`src/rtl/sdcmd_pkg.sv`:
```
package sdcmd_pkg;

  typedef enum logic [1:0] {
    CT_NORMAL  = 2'b00,
    CT_SUSPEND = 2'b01,
    CT_RESUME  = 2'b10,
    CT_ABORT   = 2'b11
  } cmd_kind_e;

  typedef enum logic [1:0] {
    PH_RUN      = 2'b00,
    PH_RELEASED = 2'b01,
    PH_RESWAIT  = 2'b10
  } dp_phase_e;

endpackage

```
`src/rtl/sdcmd_regfile.sv`:
```
module sdcmd_regfile #(
  parameter int REG_W    = 16,
  parameter int IDX_W    = 6,
  parameter int IDX_LSB  = 8,
  parameter int TYPE_W   = 2,
  parameter int TYPE_LSB = 6
) (
  input  logic                  clk,
  input  logic                  rst,
  input  logic                  soft_rst,
  input  logic                  wr_en,
  input  logic [REG_W/8-1:0]    wr_be,
  input  logic [REG_W-1:0]      wr_data,
  output logic                  launch,
  output logic [IDX_W-1:0]      launch_idx,
  output logic [TYPE_W-1:0]     launch_type
);

  localparam int BE_W        = REG_W / 8;
  localparam int LAUNCH_BYTE = BE_W - 1;
  localparam logic [REG_W-1:0] IDX_MASK  = REG_W'(((1 << IDX_W) - 1) << IDX_LSB);
  localparam logic [REG_W-1:0] TYPE_MASK = REG_W'(((1 << TYPE_W) - 1) << TYPE_LSB);
  localparam logic [REG_W-1:0] LIVE_MASK = IDX_MASK | TYPE_MASK;

  logic [IDX_W-1:0]  idx_q,  idx_mrg;
  logic [TYPE_W-1:0] type_q, type_mrg;
  logic              rsvd_unused;

  // each field bit takes new data only when its own byte lane is enabled
  for (genvar i = 0; i < IDX_W; i++) begin : g_idx
    localparam int POS = IDX_LSB + i;
    assign idx_mrg[i] = wr_be[POS/8] ? wr_data[POS] : idx_q[i];
  end

  for (genvar i = 0; i < TYPE_W; i++) begin : g_type
    localparam int POS = TYPE_LSB + i;
    assign type_mrg[i] = wr_be[POS/8] ? wr_data[POS] : type_q[i];
  end

  assign rsvd_unused = ^(wr_data & ~LIVE_MASK);

  assign launch      = wr_en & wr_be[LAUNCH_BYTE] & ~soft_rst;
  assign launch_idx  = idx_mrg;
  assign launch_type = type_mrg;

  always_ff @(posedge clk) begin
    if (rst || soft_rst) begin
      idx_q  <= '0;
      type_q <= '0;
    end else if (wr_en) begin
      idx_q  <= idx_mrg;
      type_q <= type_mrg;
    end
  end

endmodule

```
`src/rtl/sdcmd_launcher.sv`:
```
module sdcmd_launcher #(
  parameter int IDX_W  = 6,
  parameter int ARG_W  = 32,
  parameter int TYPE_W = 2
) (
  input  logic                     clk,
  input  logic                     rst,
  input  logic                     launch,
  input  logic [IDX_W-1:0]         launch_idx,
  input  logic [TYPE_W-1:0]        launch_type,
  input  logic [ARG_W-1:0]         arg_in,
  input  logic                     resp_done,
  output logic                     start_q,
  output logic [IDX_W-1:0]         idx_q,
  output logic [ARG_W-1:0]         arg_q,
  output logic [IDX_W+ARG_W+9:0]   frame_q,
  output logic                     inhibit_q,
  output logic                     done_evt,
  output logic [TYPE_W-1:0]        done_type
);

  localparam int FRAME_W = IDX_W + ARG_W + 10;
  localparam int CRC_W   = 7;

  logic [TYPE_W-1:0]  kind_q;
  logic [FRAME_W-1:0] frame_n;

  // start bit 0, transmitter bit 1, index, argument, CRC slot, end bit
  assign frame_n = {2'b01, launch_idx, arg_in, {CRC_W{1'b0}}, 1'b1};

  assign done_evt  = resp_done & inhibit_q;
  assign done_type = kind_q;

  always_ff @(posedge clk) begin
    if (rst) begin
      start_q   <= 1'b0;
      idx_q     <= '0;
      arg_q     <= '0;
      frame_q   <= '0;
      kind_q    <= '0;
      inhibit_q <= 1'b1;
    end else begin
      start_q <= launch;
      if (launch) begin
        idx_q     <= launch_idx;
        arg_q     <= arg_in;
        frame_q   <= frame_n;
        kind_q    <= launch_type;
        inhibit_q <= 1'b1;
      end else if (done_evt) begin
        inhibit_q <= 1'b0;
      end
    end
  end

endmodule

```
`src/rtl/sdcmd_dpctl.sv`:
```
module sdcmd_dpctl
  import sdcmd_pkg::*;
#(
  parameter int TYPE_W = 2
) (
  input  logic              clk,
  input  logic              rst,
  input  logic              soft_rst,
  input  logic              abort_go,
  input  logic              done_evt,
  input  logic [TYPE_W-1:0] done_type,
  input  logic              done_ok,
  input  logic              xfer_act,
  input  logic              xfer_dir,
  input  logic              dat_busy,
  output logic              released_q,
  output logic              rdwait_q,
  output logic              bsychk_q,
  output logic              restart_q,
  output logic              stop_rd_q,
  output logic              stop_drv_q
);

  dp_phase_e ph_q, ph_n;
  logic      srd_n, sdrv_n, restart_n;
  logic      rdwait_n, bsychk_n, released_n;
  cmd_kind_e kind;

  assign kind = cmd_kind_e'(done_type[1:0]);

  always_comb begin
    ph_n      = ph_q;
    srd_n     = stop_rd_q;
    sdrv_n    = stop_drv_q;
    restart_n = 1'b0;
    if (soft_rst) begin
      ph_n   = PH_RUN;
      srd_n  = 1'b0;
      sdrv_n = 1'b0;
    end else begin
      if (ph_q == PH_RESWAIT && !dat_busy) begin
        ph_n      = PH_RUN;
        restart_n = 1'b1;
      end
      if (done_evt && done_ok) begin
        case (kind)
          CT_SUSPEND: ph_n = PH_RELEASED;
          CT_RESUME:  ph_n = xfer_dir ? PH_RESWAIT : PH_RUN;
          default:    ;
        endcase
      end
      if (abort_go && xfer_act) begin
        if (xfer_dir) sdrv_n = 1'b1;
        else          srd_n  = 1'b1;
      end
    end
  end

  always_comb begin
    released_n = ~soft_rst & (ph_n == PH_RELEASED);
    rdwait_n   = ~soft_rst & (ph_n == PH_RUN) & xfer_act & ~xfer_dir & ~srd_n;
    bsychk_n   = ~soft_rst & (((ph_n == PH_RUN) & xfer_act & xfer_dir & ~sdrv_n)
                              | (ph_n == PH_RESWAIT));
  end

  always_ff @(posedge clk) begin
    if (rst) begin
      ph_q       <= PH_RUN;
      released_q <= 1'b0;
      rdwait_q   <= 1'b0;
      bsychk_q   <= 1'b0;
      restart_q  <= 1'b0;
      stop_rd_q  <= 1'b0;
      stop_drv_q <= 1'b0;
    end else begin
      ph_q       <= ph_n;
      released_q <= released_n;
      rdwait_q   <= rdwait_n;
      bsychk_q   <= bsychk_n;
      restart_q  <= restart_n;
      stop_rd_q  <= srd_n;
      stop_drv_q <= sdrv_n;
    end
  end

endmodule

```
`src/rtl/sdcmd_issue.sv`:
```
module sdcmd_issue
  import sdcmd_pkg::*;
#(
  parameter int REG_W    = 16,
  parameter int IDX_W    = 6,
  parameter int IDX_LSB  = 8,
  parameter int TYPE_W   = 2,
  parameter int TYPE_LSB = 6,
  parameter int ARG_W    = 32
) (
  input  logic                   clk,
  input  logic                   rst,
  input  logic                   soft_rst,
  input  logic                   wr_en,
  input  logic [REG_W/8-1:0]     wr_be,
  input  logic [REG_W-1:0]       wr_data,
  input  logic [ARG_W-1:0]       cmd_arg,
  input  logic                   resp_done,
  input  logic                   resp_ok,
  input  logic                   xfer_act,
  input  logic                   xfer_dir,
  input  logic                   dat_busy,
  output logic                   cmd_start,
  output logic [IDX_W-1:0]       cmd_index,
  output logic [ARG_W-1:0]       cmd_argument,
  output logic [IDX_W+ARG_W+9:0] cmd_frame,
  output logic                   cmd_inhibit,
  output logic                   bus_released,
  output logic                   read_wait_en,
  output logic                   busy_chk_en,
  output logic                   wr_restart,
  output logic                   stop_buf_rd,
  output logic                   stop_dat_drv
);

  logic              launch;
  logic [IDX_W-1:0]  launch_idx;
  logic [TYPE_W-1:0] launch_type;
  logic              done_evt;
  logic [TYPE_W-1:0] done_type;
  logic              abort_go;

  sdcmd_regfile #(
    .REG_W(REG_W), .IDX_W(IDX_W), .IDX_LSB(IDX_LSB),
    .TYPE_W(TYPE_W), .TYPE_LSB(TYPE_LSB)
  ) u_reg (
    .clk(clk), .rst(rst), .soft_rst(soft_rst),
    .wr_en(wr_en), .wr_be(wr_be), .wr_data(wr_data),
    .launch(launch), .launch_idx(launch_idx), .launch_type(launch_type)
  );

  sdcmd_launcher #(
    .IDX_W(IDX_W), .ARG_W(ARG_W), .TYPE_W(TYPE_W)
  ) u_launch (
    .clk(clk), .rst(rst),
    .launch(launch), .launch_idx(launch_idx), .launch_type(launch_type),
    .arg_in(cmd_arg), .resp_done(resp_done),
    .start_q(cmd_start), .idx_q(cmd_index), .arg_q(cmd_argument),
    .frame_q(cmd_frame), .inhibit_q(cmd_inhibit),
    .done_evt(done_evt), .done_type(done_type)
  );

  assign abort_go = launch & (launch_type == TYPE_W'(CT_ABORT));

  sdcmd_dpctl #(
    .TYPE_W(TYPE_W)
  ) u_dp (
    .clk(clk), .rst(rst), .soft_rst(soft_rst),
    .abort_go(abort_go), .done_evt(done_evt), .done_type(done_type),
    .done_ok(resp_ok), .xfer_act(xfer_act), .xfer_dir(xfer_dir),
    .dat_busy(dat_busy),
    .released_q(bus_released), .rdwait_q(read_wait_en),
    .bsychk_q(busy_chk_en), .restart_q(wr_restart),
    .stop_rd_q(stop_buf_rd), .stop_drv_q(stop_dat_drv)
  );

endmodule

```
`config.mk`:
```
export PLATFORM = sky130hd
export DESIGN_NAME = sdcmd_issue
export DESIGN_NICKNAME = d
export VERILOG_FILES = /design/src/rtl/sdcmd_pkg.sv /design/src/rtl/sdcmd_regfile.sv /design/src/rtl/sdcmd_launcher.sv /design/src/rtl/sdcmd_dpctl.sv /design/src/rtl/sdcmd_issue.sv
export SDC_FILE = /design/constraint.sdc
export NUM_CORES = 1
export LEC_CHECK = 0
export ABC_AREA = 1
export BUFFER_PORTS_ARGS = -buffer_cell sky130_fd_sc_hd__buf_4
export CAP_MARGIN = 5
export CORE_ASPECT_RATIO = 0.7
export CORE_MARGIN = 8
export CORE_UTILIZATION = 41
export DETAILED_ROUTE_END_ITERATION = 7
export PLACE_DENSITY = 0.75
export SYNTH_ARGS = -nofsm -noshare
export SYNTH_HDL_FRONTEND = slang
export SYNTH_SLANG_ARGS = --single-unit
```
`constraint.sdc`:
```
create_clock -name clk -period 1.8 [get_ports clk]
set_clock_uncertainty 0.15 [all_clocks]
set_input_delay 0.18 -clock clk [delete_from_list [all_inputs] [get_ports clk]]
set_output_delay 0.18 -clock clk [all_outputs]
set_load 0.05 [all_outputs]
```
==> flow_summary.json, run 1 <==
{
  "switching_share": 0.3094,
  "cp.required_ns": 1.84,
  "syn_area_sq_um": 2261,
  "firstDrtPassIters": 4,
  "dr.first_iter.drc_count": 67,
  "antenna_left": 0,
  "cap_violations": 0,
  "synthSimpleGateAreaFrac": 0.1417,
  "synth.top_cell.area_share": 0.4693,
  "cts_sinks": 53,
  "yosysMostFrequentCell": "dfxtp_1",
  "synth-seq-area-share": 0.4693,
  "r2r_start": "u_launch.done_type[0]",
  "overflow": 0,
  "holdPathStages": 2,
  "post-route-util": 0.6626,
  "max_freq_mhz": 590.8,
  "diodes": 0,
  "syn_to_final_growth_pct": 54.90,
  "layout.cells.non_filler": 451,
  "postSynthAreaPerCell_sq_um": 9.343,
  "nFillCells": 420,
  "viasPerCell": 4.570,
  "via_count": 2061,
  "multi_input_area_sq_um": 714.4,
  "dp_slack_ns": 0.07130,
  "hold_violations": 0,
  "fin_tns_setup_ns": 0,
  "power_mw": 2.561,
  "io_pins": 153,
  "vdd_drop_max_mv": 0.4377,
  "powerDensity_nw_per_um2": 731.1,
  "finalCriticalPeriod_ns": 1.693,
  "grt_usage": 0.1564,
  "die_w_um": 104.8,
  "cp_max_fo": 3,
  "numCtsBuffers": 5,
  "start_util": 0.4278,
  "cts_setup_buffers": 0,
  "slew_violations": 0,
  "synth_warnings": 0,
  "wl_mm": 6.799,
  "core_sq_um": 5285,
  "antenna_found_initial": 0,
  "drive_gt1_frac": 0.4169,
  "wl_per_cell_um": 15.08,
  "dp.cells": 404,
  "arrival_ns": 1.73,
  "ys.flop_type": "dfxtp_1",
  "cts_tree": "done",
  "fin_ws_ns": 0.1075,
  "port_buffers": 136,
  "final-setup-viol-count": 0,
  "power.share.sequential": 0.485,
  "grt_max_degree": 36,
  "syn_inst": 242,
  "post-route-drc-count": 0,
  "yosys.area_share.adder": 0.01107,
  "hp-class": "input pin to flip-flop",
  "synth_top_cell_by_area": "dfxtp_1",
  "rsz0062_at_grt": "no",
  "combPwrFrac": 0.257,
  "muxShareOfSynthArea": 0,
  "cts_root_buf": "clkbuf_8",
  "crit_path_start_kind": "flip-flop",
  "cts.path.max_buffers": 2,
  "synth_compound_area_frac": 0.1444,
  "internal_power_mw": 1.768,
  "async_reset_ff_frac": 0,
  "r2r_cells": 9,
  "synth_top_family_by_area": "buffers and inverters",
  "status": "completed",
  "power_frac_clock": 0.258,
  "hold_path_end": "u_dp.stop_drv_q",
  "r2r-end": "u_dp.rdwait_q",
  "synth-xor-area-share": 0,
  "clk_latency_ns": 0.29,
  "synthDistinctLibCells": 26,
  "h-tree-depth": 2,
  "synth-seq-cells": 53,
  "dp_hpwl_mm": 4.808,
  "ff_latch_area_sq_um": 1061,
  "p_sw_mw": 0.7921,
  "layout.nets": 440,
  "regToRegSetupSlack_ns": 0.11,
  "synthTopCellsByArea": "dfxtp_1 47%, buf_4 17%, a22o_1 12%, nand2_1 7.1%, inv_1 3.2%",
  "p_leak_nw": 1.812,
  "routabilityCongestion": 0.8117,
  "rows": 22,
  "critPathKind": "flip-flop to flip-flop",
  "hp-start": "rst",
  "synth_edf_count": 0,
  "grt_pass1_wl_mm": 10.51,
  "die_y_um": 78.13,
  "die_area_sq_um": 8185,
  "grt_pass1_vias": 2068,
  "synth_common_cells": "53 x dfxtp_1, 51 x buf_4, 43 x nand2_1",
  "worst_setup_hold_path_clk_slew_ns": 0.09,
  "end_kind": "flip-flop",
  "period_share": 0.9403
}
[worst max-delay path by stage]
| stage | startpoint | cells past startpoint | to |
|---|---|---|---|
| 6_report | u_launch.done_type[0] | 9 | u_dp.rdwait_q |
| 5_1_grt | u_launch.done_type[0] | 11 | u_dp.bsychk_q |
| 4_1_cts | u_launch.done_type[0] | 9 | u_dp.rdwait_q |
| 3_5_place_dp | u_launch.done_type[0] | 9 | u_dp.rdwait_q |
| 3_3_place_gp | u_launch.done_type[0] | 9 | u_dp.rdwait_q |
| 2_1_floorplan | u_launch.inhibit_q | 8 | u_dp.rdwait_q |
[kinds of logic after synthesis]
logic type / Yosys count
other: 1
AND/OR/NAND/NOR: 68
adder cells (fa/ha/maj): 2
flip-flops: 53
buffers and inverters: 79
AO/OA/AOI/OAI: 39
[layer usage]
layer | vias up | global-route usage | wire length [um]
li1 | 1010 | - | -
met3 | 4 | 0.07667 | 709
met1 | 942 | 0.1845 | 2958
met4 | 0 | 0.02979 | 38
met5 | - | 0 | 0
met2 | 105 | 0.2541 | 3093
[critical path, stage by stage (launching register included)]
cell and delay, ns:
dfxtp_1 0.34, inv_1 0.06, ha_1 0.34, nor2_2 0.14, nand2_1 0.06, nand2_1 0.06, nand2_1 0.07, nor2_2 0.14
nor2_2 0.07, and3_1 0.17
[registers in the layout (all words and copies together), names as in the netlist]
| signal | count |
|---|---|
| u_launch.idx_q | 5 |
| u_dp.ph_q | 2 |
| u_launch.start_q | 1 |
| u_reg.type_q | 2 |
| u_launch.inhibit_q | 1 |
| u_launch.arg_q | 31 |
| u_launch.frame_q | 3 |
| u_launch.done_type | 2 |
| u_dp.bsychk_q | 1 |
| u_dp.stop_drv_q | 1 |
| u_dp.restart_q | 1 |
| u_dp.stop_rd_q | 1 |
| u_dp.rdwait_q | 1 |
| u_dp.released_q | 1 |
[stage by stage]
step	instance area (sq um)	hold slack, ns
2_1_floorplan	2287	0.1079
3_3_place_gp	3003	0.2058
3_5_place_dp	3003	0.2082
4_1_cts	3490	0.0003861
5_1_grt	3502	0.006773
6_report	3502	0.004848
[cell type report]
class                   instances  share of cell area
inverters                      23             0.02680
repair buffers                179              0.4159
flip-flops and latches         53              0.3030
well taps                      72             0.02572
clock buffers                   7             0.02465
multi-input cells             117              0.2040
[power by group through the flow]
stage / sequential (mW) / clock, mW / combinational, mW
6_report: 1.24 / 0.661 / 0.659
5_1_grt: 1.25 / 0.741 / 0.691
4_1_cts: 1.24 / 0.685 / 0.656
3_5_place_dp: 1.27 / 0 / 0.584
3_3_place_gp: 1.27 / 0 / 0.579
2_1_floorplan: 1.38 / 0 / 0.305
[cells in the final DEF (no fill, tap or decap), drive strengths merged, types with 2 or more instances in the layout]
cell | synthesis | routed
buf | 56 | 139
dfxtp | 53 | 53
nand2 | 44 | 44
dlygate4sd3 | 0 | 40
a22o | 32 | 32
inv | 23 | 23
nor2 | 15 | 15
conb | 1 | 8
clkbuf | 0 | 7
nand3 | 6 | 6
nor3 | 2 | 2
o211ai | 2 | 2
ha | 2 | 2
[repair_timing]
item | 4_1_cts | 5_1_grt
hold endpoints to repair | 40 | 0
setup endpoints to repair | 0 | 2
gates resized for setup | 0 | 4
hold buffers | 40 | 0
(Power assumes the default switching activity.)
==> run 2, diff against run 1 <==
Settings changed: CORE_MARGIN 8 to 2, CORE_UTILIZATION 41 to 44, SYNTH_HIERARCHICAL set to 1.
==> flow_summary.json, run 2 <==
{
  "die_y_um": 70.25,
  "antenna_left": 0,
  "slowest_stage": "dlygate4sd3_1",
  "numCtsBuffers": 9,
  "vdd_drop_max_mv": 0.4695,
  "drive_gt1_frac": 0.3431,
  "dp_slack_ns": 0.2689,
  "synth_common_cells": "120 x nand2_1, 59 x dfxtp_1, 51 x nand3_1",
  "finalCriticalPeriod_ns": 1.500,
  "final_cell_mix": "141 x buf_4, 120 x nand2_1, 59 x dfxtp_1",
  "rsz0062_at_grt": "no",
  "post-route-drc-count": 0,
  "routabilityCongestion": 0.7997,
  "dp.cells": 536,
  "dr.first_iter.drc_count": 93,
  "fin_ws_ns": 0.2996,
  "port_buffers": 136,
  "dpl_cell_area_sq_um": 3463,
  "largest_reg_flops": 31,
  "dp_hpwl_mm": 4.485,
  "cp_max_fo": 2,
  "multi_input_area_sq_um": 1013,
  "powerDensity_nw_per_um2": 762.8,
  "io_pins": 153,
  "synth-seq-area-share": 0.4281,
  "p_leak_nw": 2.193,
  "hold_violations": 0,
  "end_kind": "flip-flop",
  "nFillCells": 531,
  "synth_top_cell_by_area": "dfxtp_1",
  "period_share": 0.8336,
  "slew_violations": 0,
  "top_regs": "u_launch/arg_q: 31 flops, u_reg/idx_q: 6 flops, u_launch/idx_q: 5 flops",
  "synth_warnings": 6,
  "firstDrtPassIters": 4,
  "cts_root_buf": "clkbuf_8",
  "ys.flop_type": "dfxtp_1",
  "critPathKind": "input pin to flip-flop",
  "power_mw": 3.046,
  "final_common_cell": "buf_4",
  "arrival_ns": 1.57,
  "post-route-util": 0.6488,
  "grt_max_degree": 36,
  "crit_path_start_kind": "input pin",
  "worstPathCellList": "dlygate4sd3_1 > buf_4 > nand2_1 > nand2_1 > nand2_1 > nor2_2 > nand2_1 > o21bai_1 > nand2_1 > nand2_1 > a21oi_2",
  "start_util": 0.4482,
  "cp.required_ns": 1.87,
  "status": "completed",
  "rows": 24,
  "wl_per_cell_um": 11.48,
  "viasPerCell": 4.451,
  "crit_path_max_incr_delay_ns": 0.53,
  "syn_to_final_growth_pct": 44.76,
  "yosysMostFrequentCell": "nand2_1",
  "grt_usage": 0.1982,
  "syn_inst": 373,
  "h-tree-depth": 3,
  "synthDistinctLibCells": 22,
  "syn_area_sq_um": 2759,
  "final_area_sq_um": 3994,
  "final-setup-viol-count": 0,
  "top_register": "u_launch/arg_q",
  "cts.path.max_buffers": 2,
  "layout.cells.non_filler": 588,
  "diodes": 0,
  "clk_latency_ns": 0.33,
  "cts_tree": "done",
  "holdWs_ns": 0.02748,
  "synthTopCellsByArea": "dfxtp_1 43%, nand2_1 16%, buf_4 13%, nand3_1 9.3%, inv_1 3.8%",
  "synth-seq-cells": 59,
  "postSynthAreaPerCell_sq_um": 7.397,
  "cts_sinks": 59,
  "max_freq_mhz": 666.5,
  "layout.nets": 567,
  "via_count": 2617,
  "die_w_um": 98.65,
  "fin_tns_setup_ns": 0,
  "antenna_found_initial": 0,
  "worst_setup_hold_path_clk_slew_ns": 0.06,
  "core_sq_um": 6156,
  "synth_edf_count": 0,
  "async_reset_ff_frac": 0,
  "synth.top_cell.area_share": 0.4281,
  "ff_latch_area_sq_um": 1181,
  "die_area_sq_um": 6930,
  "grt_pass1_wl_mm": 11.08,
  "wl_mm": 6.753,
  "cap_violations": 0,
  "timing.critical_path.mode_cell": "nand2_1",
  "overflow": 0,
  "hp-class": "input pin to flip-flop",
  "grt_pass1_vias": 2454
}
run 2: cell types whose count changed in the layout (fill, tap and decap cells not counted), moves of 4 or more:
| cell | change |
|---|---|
| nand2_1 | +77 |
| nand3_1 | +47 |
| a22o_1 | -32 |
| nor2_1 | +14 |
| nand2_2 | +12 |
| inv_1 | +9 |
| dfxtp_1 | +6 |
| clkbuf_8 | +4 |
run 2: kinds of logic (layout without fill, tap and decap cells):
logic type	after synthesis	in the layout	share of synthesized area
compound gates	3	3	0.007710
buf+inv	93	223	0.2168
simple gates	215	215	0.3370
fa+ha+maj	2	2	0.009069
flops	59	59	0.4281
other cells	1	8	0.001359
run 2: path summary, 6_finish.rpt:
check | cells after the start | start | to | slack, ns
worst max register to register | 8 | u_launch/done_type[0] | u_dp/rdwait_q | 0.34
worst max-delay path | 11 | wr_data[6] | u_dp/bsychk_q | 0.30
worst min-delay path | 5 | wr_data[7] | u_reg/type_q[1] | 0.03
worst min register to register | 2 | u_launch/arg_q[3] | u_launch/arg_q[3] | 0.32
run 2: what timing repair did:
action,in CTS,in global routing
setup buffers,0,0
endpoints found under the hold margin,41,0
hold buffers,37,0
gates resized for setup,0,0
endpoints found under the setup margin,0,0
run 2: critical path: cells and delay by family:
family | cells | cell delay [ns]
AND/OR/NAND/NOR | 7 | 0.58
buffers and inverters | 2 | 0.63
AO/OA/AOI/OAI | 2 | 0.18
run 2: cell type report:
cell class,instances,share of cell area
clock buffers,12,0.03634
multi-input cells,228,0.2538
inverters,30,0.02820
repair buffers,178,0.3578
flip-flops and latches,59,0.2957
clock inverters,3,0.003759
well taps,78,0.02444
run 2: power breakdown:
group          switching (mW)  internal (mW)  total (mW)
registers              0.0307           1.35        1.38
clock network           0.479          0.522        1.00
logic                   0.421          0.245       0.667
run 2: routing by layer:
metal  track usage  share of wire  wire (um)  vias up
met5             0              0          0        -
met4       0.04871         0.0047         32        0
met3       0.08509          0.095        644        4
met2        0.3371           0.48       3235      110
met1        0.2314           0.42       2841     1149
li1              -              -          -     1354
==> run 3, diff against run 2 <==
Settings changed: CORE_UTILIZATION 44 to 40, PLACE_DENSITY 0.75 to 0.72.
Clock period 1.8 ns to 1.3 ns, I/O delays scaled along.
==> flow_summary.json, run 3 (synthesized netlist as in run 2, its figures left out) <==
{
  "status": "complete, but fails checks",
  "violations": "negative hold slack, negative setup slack",
  "post-route-drc-count": 0,
  "routabilityCongestion": 0.7726,
  "io_pins": 153,
  "overflow": 0,
  "grt_pass1_wl_mm": 11.19,
  "antenna_found_initial": 0,
  "arrival_ns": 1.43,
  "final-setup-viol-count": 3,
  "regToRegSetupSlack_ns": -0.05,
  "grt_busiest_layer": "met2",
  "core_sq_um": 6725,
  "power.share.sequential": 0.420,
  "slew_violations": 0,
  "power_mw": 4.541,
  "endpoint": "u_dp/bsychk_q",
  "die_area_sq_um": 7588,
  "cp-startpoint": "u_reg/type_q[1]",
  "wl_mm": 7.312,
  "die_w_um": 103.3,
  "final_common_cell": "buf_4",
  "r2r_start": "u_reg/type_q[1]",
  "nFillCells": 576,
  "cts_sinks": 59,
  "grt_pass1_vias": 2538,
  "combPwrFrac": 0.222,
  "dpl_cell_area_sq_um": 3610,
  "post-route-util": 0.6473,
  "crit_path_start_kind": "flip-flop",
  "top_regs": "u_launch/arg_q: 31 flops, u_reg/idx_q: 6 flops, u_launch/idx_q: 5 flops",
  "worst_setup_hold_path_clk_slew_ns": 0.07,
  "top_register": "u_launch/arg_q",
  "syn_to_final_growth_pct": 57.78,
  "r2r_cells": 9,
  "grt_usage": 0.1919,
  "h-tree-depth": 3,
  "numCtsBuffers": 9,
  "largest_reg_flops": 31,
  "hp-class": "input pin to flip-flop",
  "r2r-end": "u_dp/bsychk_q",
  "multi_input_area_sq_um": 1064,
  "powerDensity_nw_per_um2": 1043,
  "cts_tree": "done",
  "start_util": 0.4102,
  "cts_hold_buffers": 45,
  "cts.path.max_buffers": 2,
  "grt_use_met1": 0.2150,
  "via_count": 2796,
  "critPathKind": "flip-flop to flip-flop",
  "dr.first_iter.drc_count": 96,
  "final_area_sq_um": 4353,
  "die_y_um": 73.49,
  "cts_root_buf": "clkbuf_8",
  "fin_ws_ns": -0.05180,
  "ff_latch_area_sq_um": 1190,
  "final_cell_mix": "152 x buf_4, 114 x nand2_1, 54 x dfxtp_1",
  "firstDrtPassIters": 4,
  "holdWs_ns": -0.05326,
  "diodes": 0,
  "p_sw_mw": 1.341,
  "dp_hpwl_mm": 4.863,
  "rsz0062_at_grt": "yes",
  "port_buffers": 136,
  "vdd_drop_max_mv": 0.5931,
  "hold_violations": 1,
  "drive_gt1_frac": 0.3933,
  "internal_power_mw": 3.200,
  "antenna_left": 0,
  "layout.nets": 590,
  "cp.required_ns": 1.37,
  "period_share": 1.040,
  "max_freq_mhz": 739.8,
  "grt_max_degree": 26,
  "switching_share": 0.2954,
  "rows": 25,
  "clk_latency_ns": 0.33,
  "p_leak_nw": 2.330,
  "use_met2": 0.3398,
  "met3_usage": 0.06851,
  "cap_violations": 0,
  "viasPerCell": 4.452,
  "end_kind": "flip-flop",
  "finalCriticalPeriod_ns": 1.352,
  "wl_per_cell_um": 11.64,
  "power_frac_clock": 0.357,
  "cp_max_fo": 2
}
-- run 3: per-layer routing --
layer	up-vias	share of wire
li1	1403	-
met1	1263	0.40
met2	124	0.51
met3	6	0.087
met4	0	0.0078
met5	-	0
-- run 3: power by group through the flow --
stage	logic [mW]	clock network, mW	registers [mW]
after floorplan	0.475	0	2.10
after global placement	0.864	0	1.94
after detailed placement	0.873	0	1.95
after CTS	0.998	1.67	1.91
after global routing	1.07	1.75	1.92
final	1.01	1.62	1.91
-- run 3: area by class of cell --
cell class / instances / area share
inverter: 30 / 0.02644
tap: 94 / 0.02702
clock inverter: 4 / 0.01150
clock buffer: 12 / 0.03334
sequential: 59 / 0.2734
multi-input combinational: 228 / 0.2443
timing repair buffer: 201 / 0.3840
-- run 3: how the worst min path moves through the flow --
stage / from / end / cells past startpoint / slack [ns]
final: resp_done / u_launch/inhibit_q / 4 / -0.05
after global routing: resp_done / u_launch/inhibit_q / 4 / -0.05
after CTS: resp_done / u_launch/inhibit_q / 4 / -0.07
after detailed placement: cmd_arg[30] / u_launch/arg_q[30] / 3 / 0.21
after global placement: cmd_arg[1] / u_launch/arg_q[1] / 3 / 0.21
after floorplan: rst / u_launch/start_q / 1 / 0.05
-- run 3: timing repair --
action | 4_1_cts | 5_1_grt
resized for setup | 14 | 5
setup buffers | 5 | 2
hold endpoints to repair | 53 | 1
endpoints found under the setup margin | 3 | 9
pin swaps | 12 | 13
-- run 3: per-stage QoR --
step / cells / setup WS, ns / setup TNS (ns)
floorplan: 380 / 0.01613 / 0
global placement: 560 / -0.002685 / -0.002685
detailed placement: 560 / -0.05657 / -0.08599
CTS: 626 / -0.04007 / -0.04007
global route: 628 / -0.1394 / -0.3300
finish: 628 / -0.05180 / -0.08678
-- run 3: worst max-delay path, cell delays in order, from the launching register on --
cell and delay (ns):
dfxtp_2 0.34, nand2_2 0.07, nand2_2 0.08, nand2_2 0.07
nor2_4 0.11, nand2_2 0.07, o21bai_1 0.13, nand2_1 0.08
nand2_1 0.09, a21oi_2 0.06
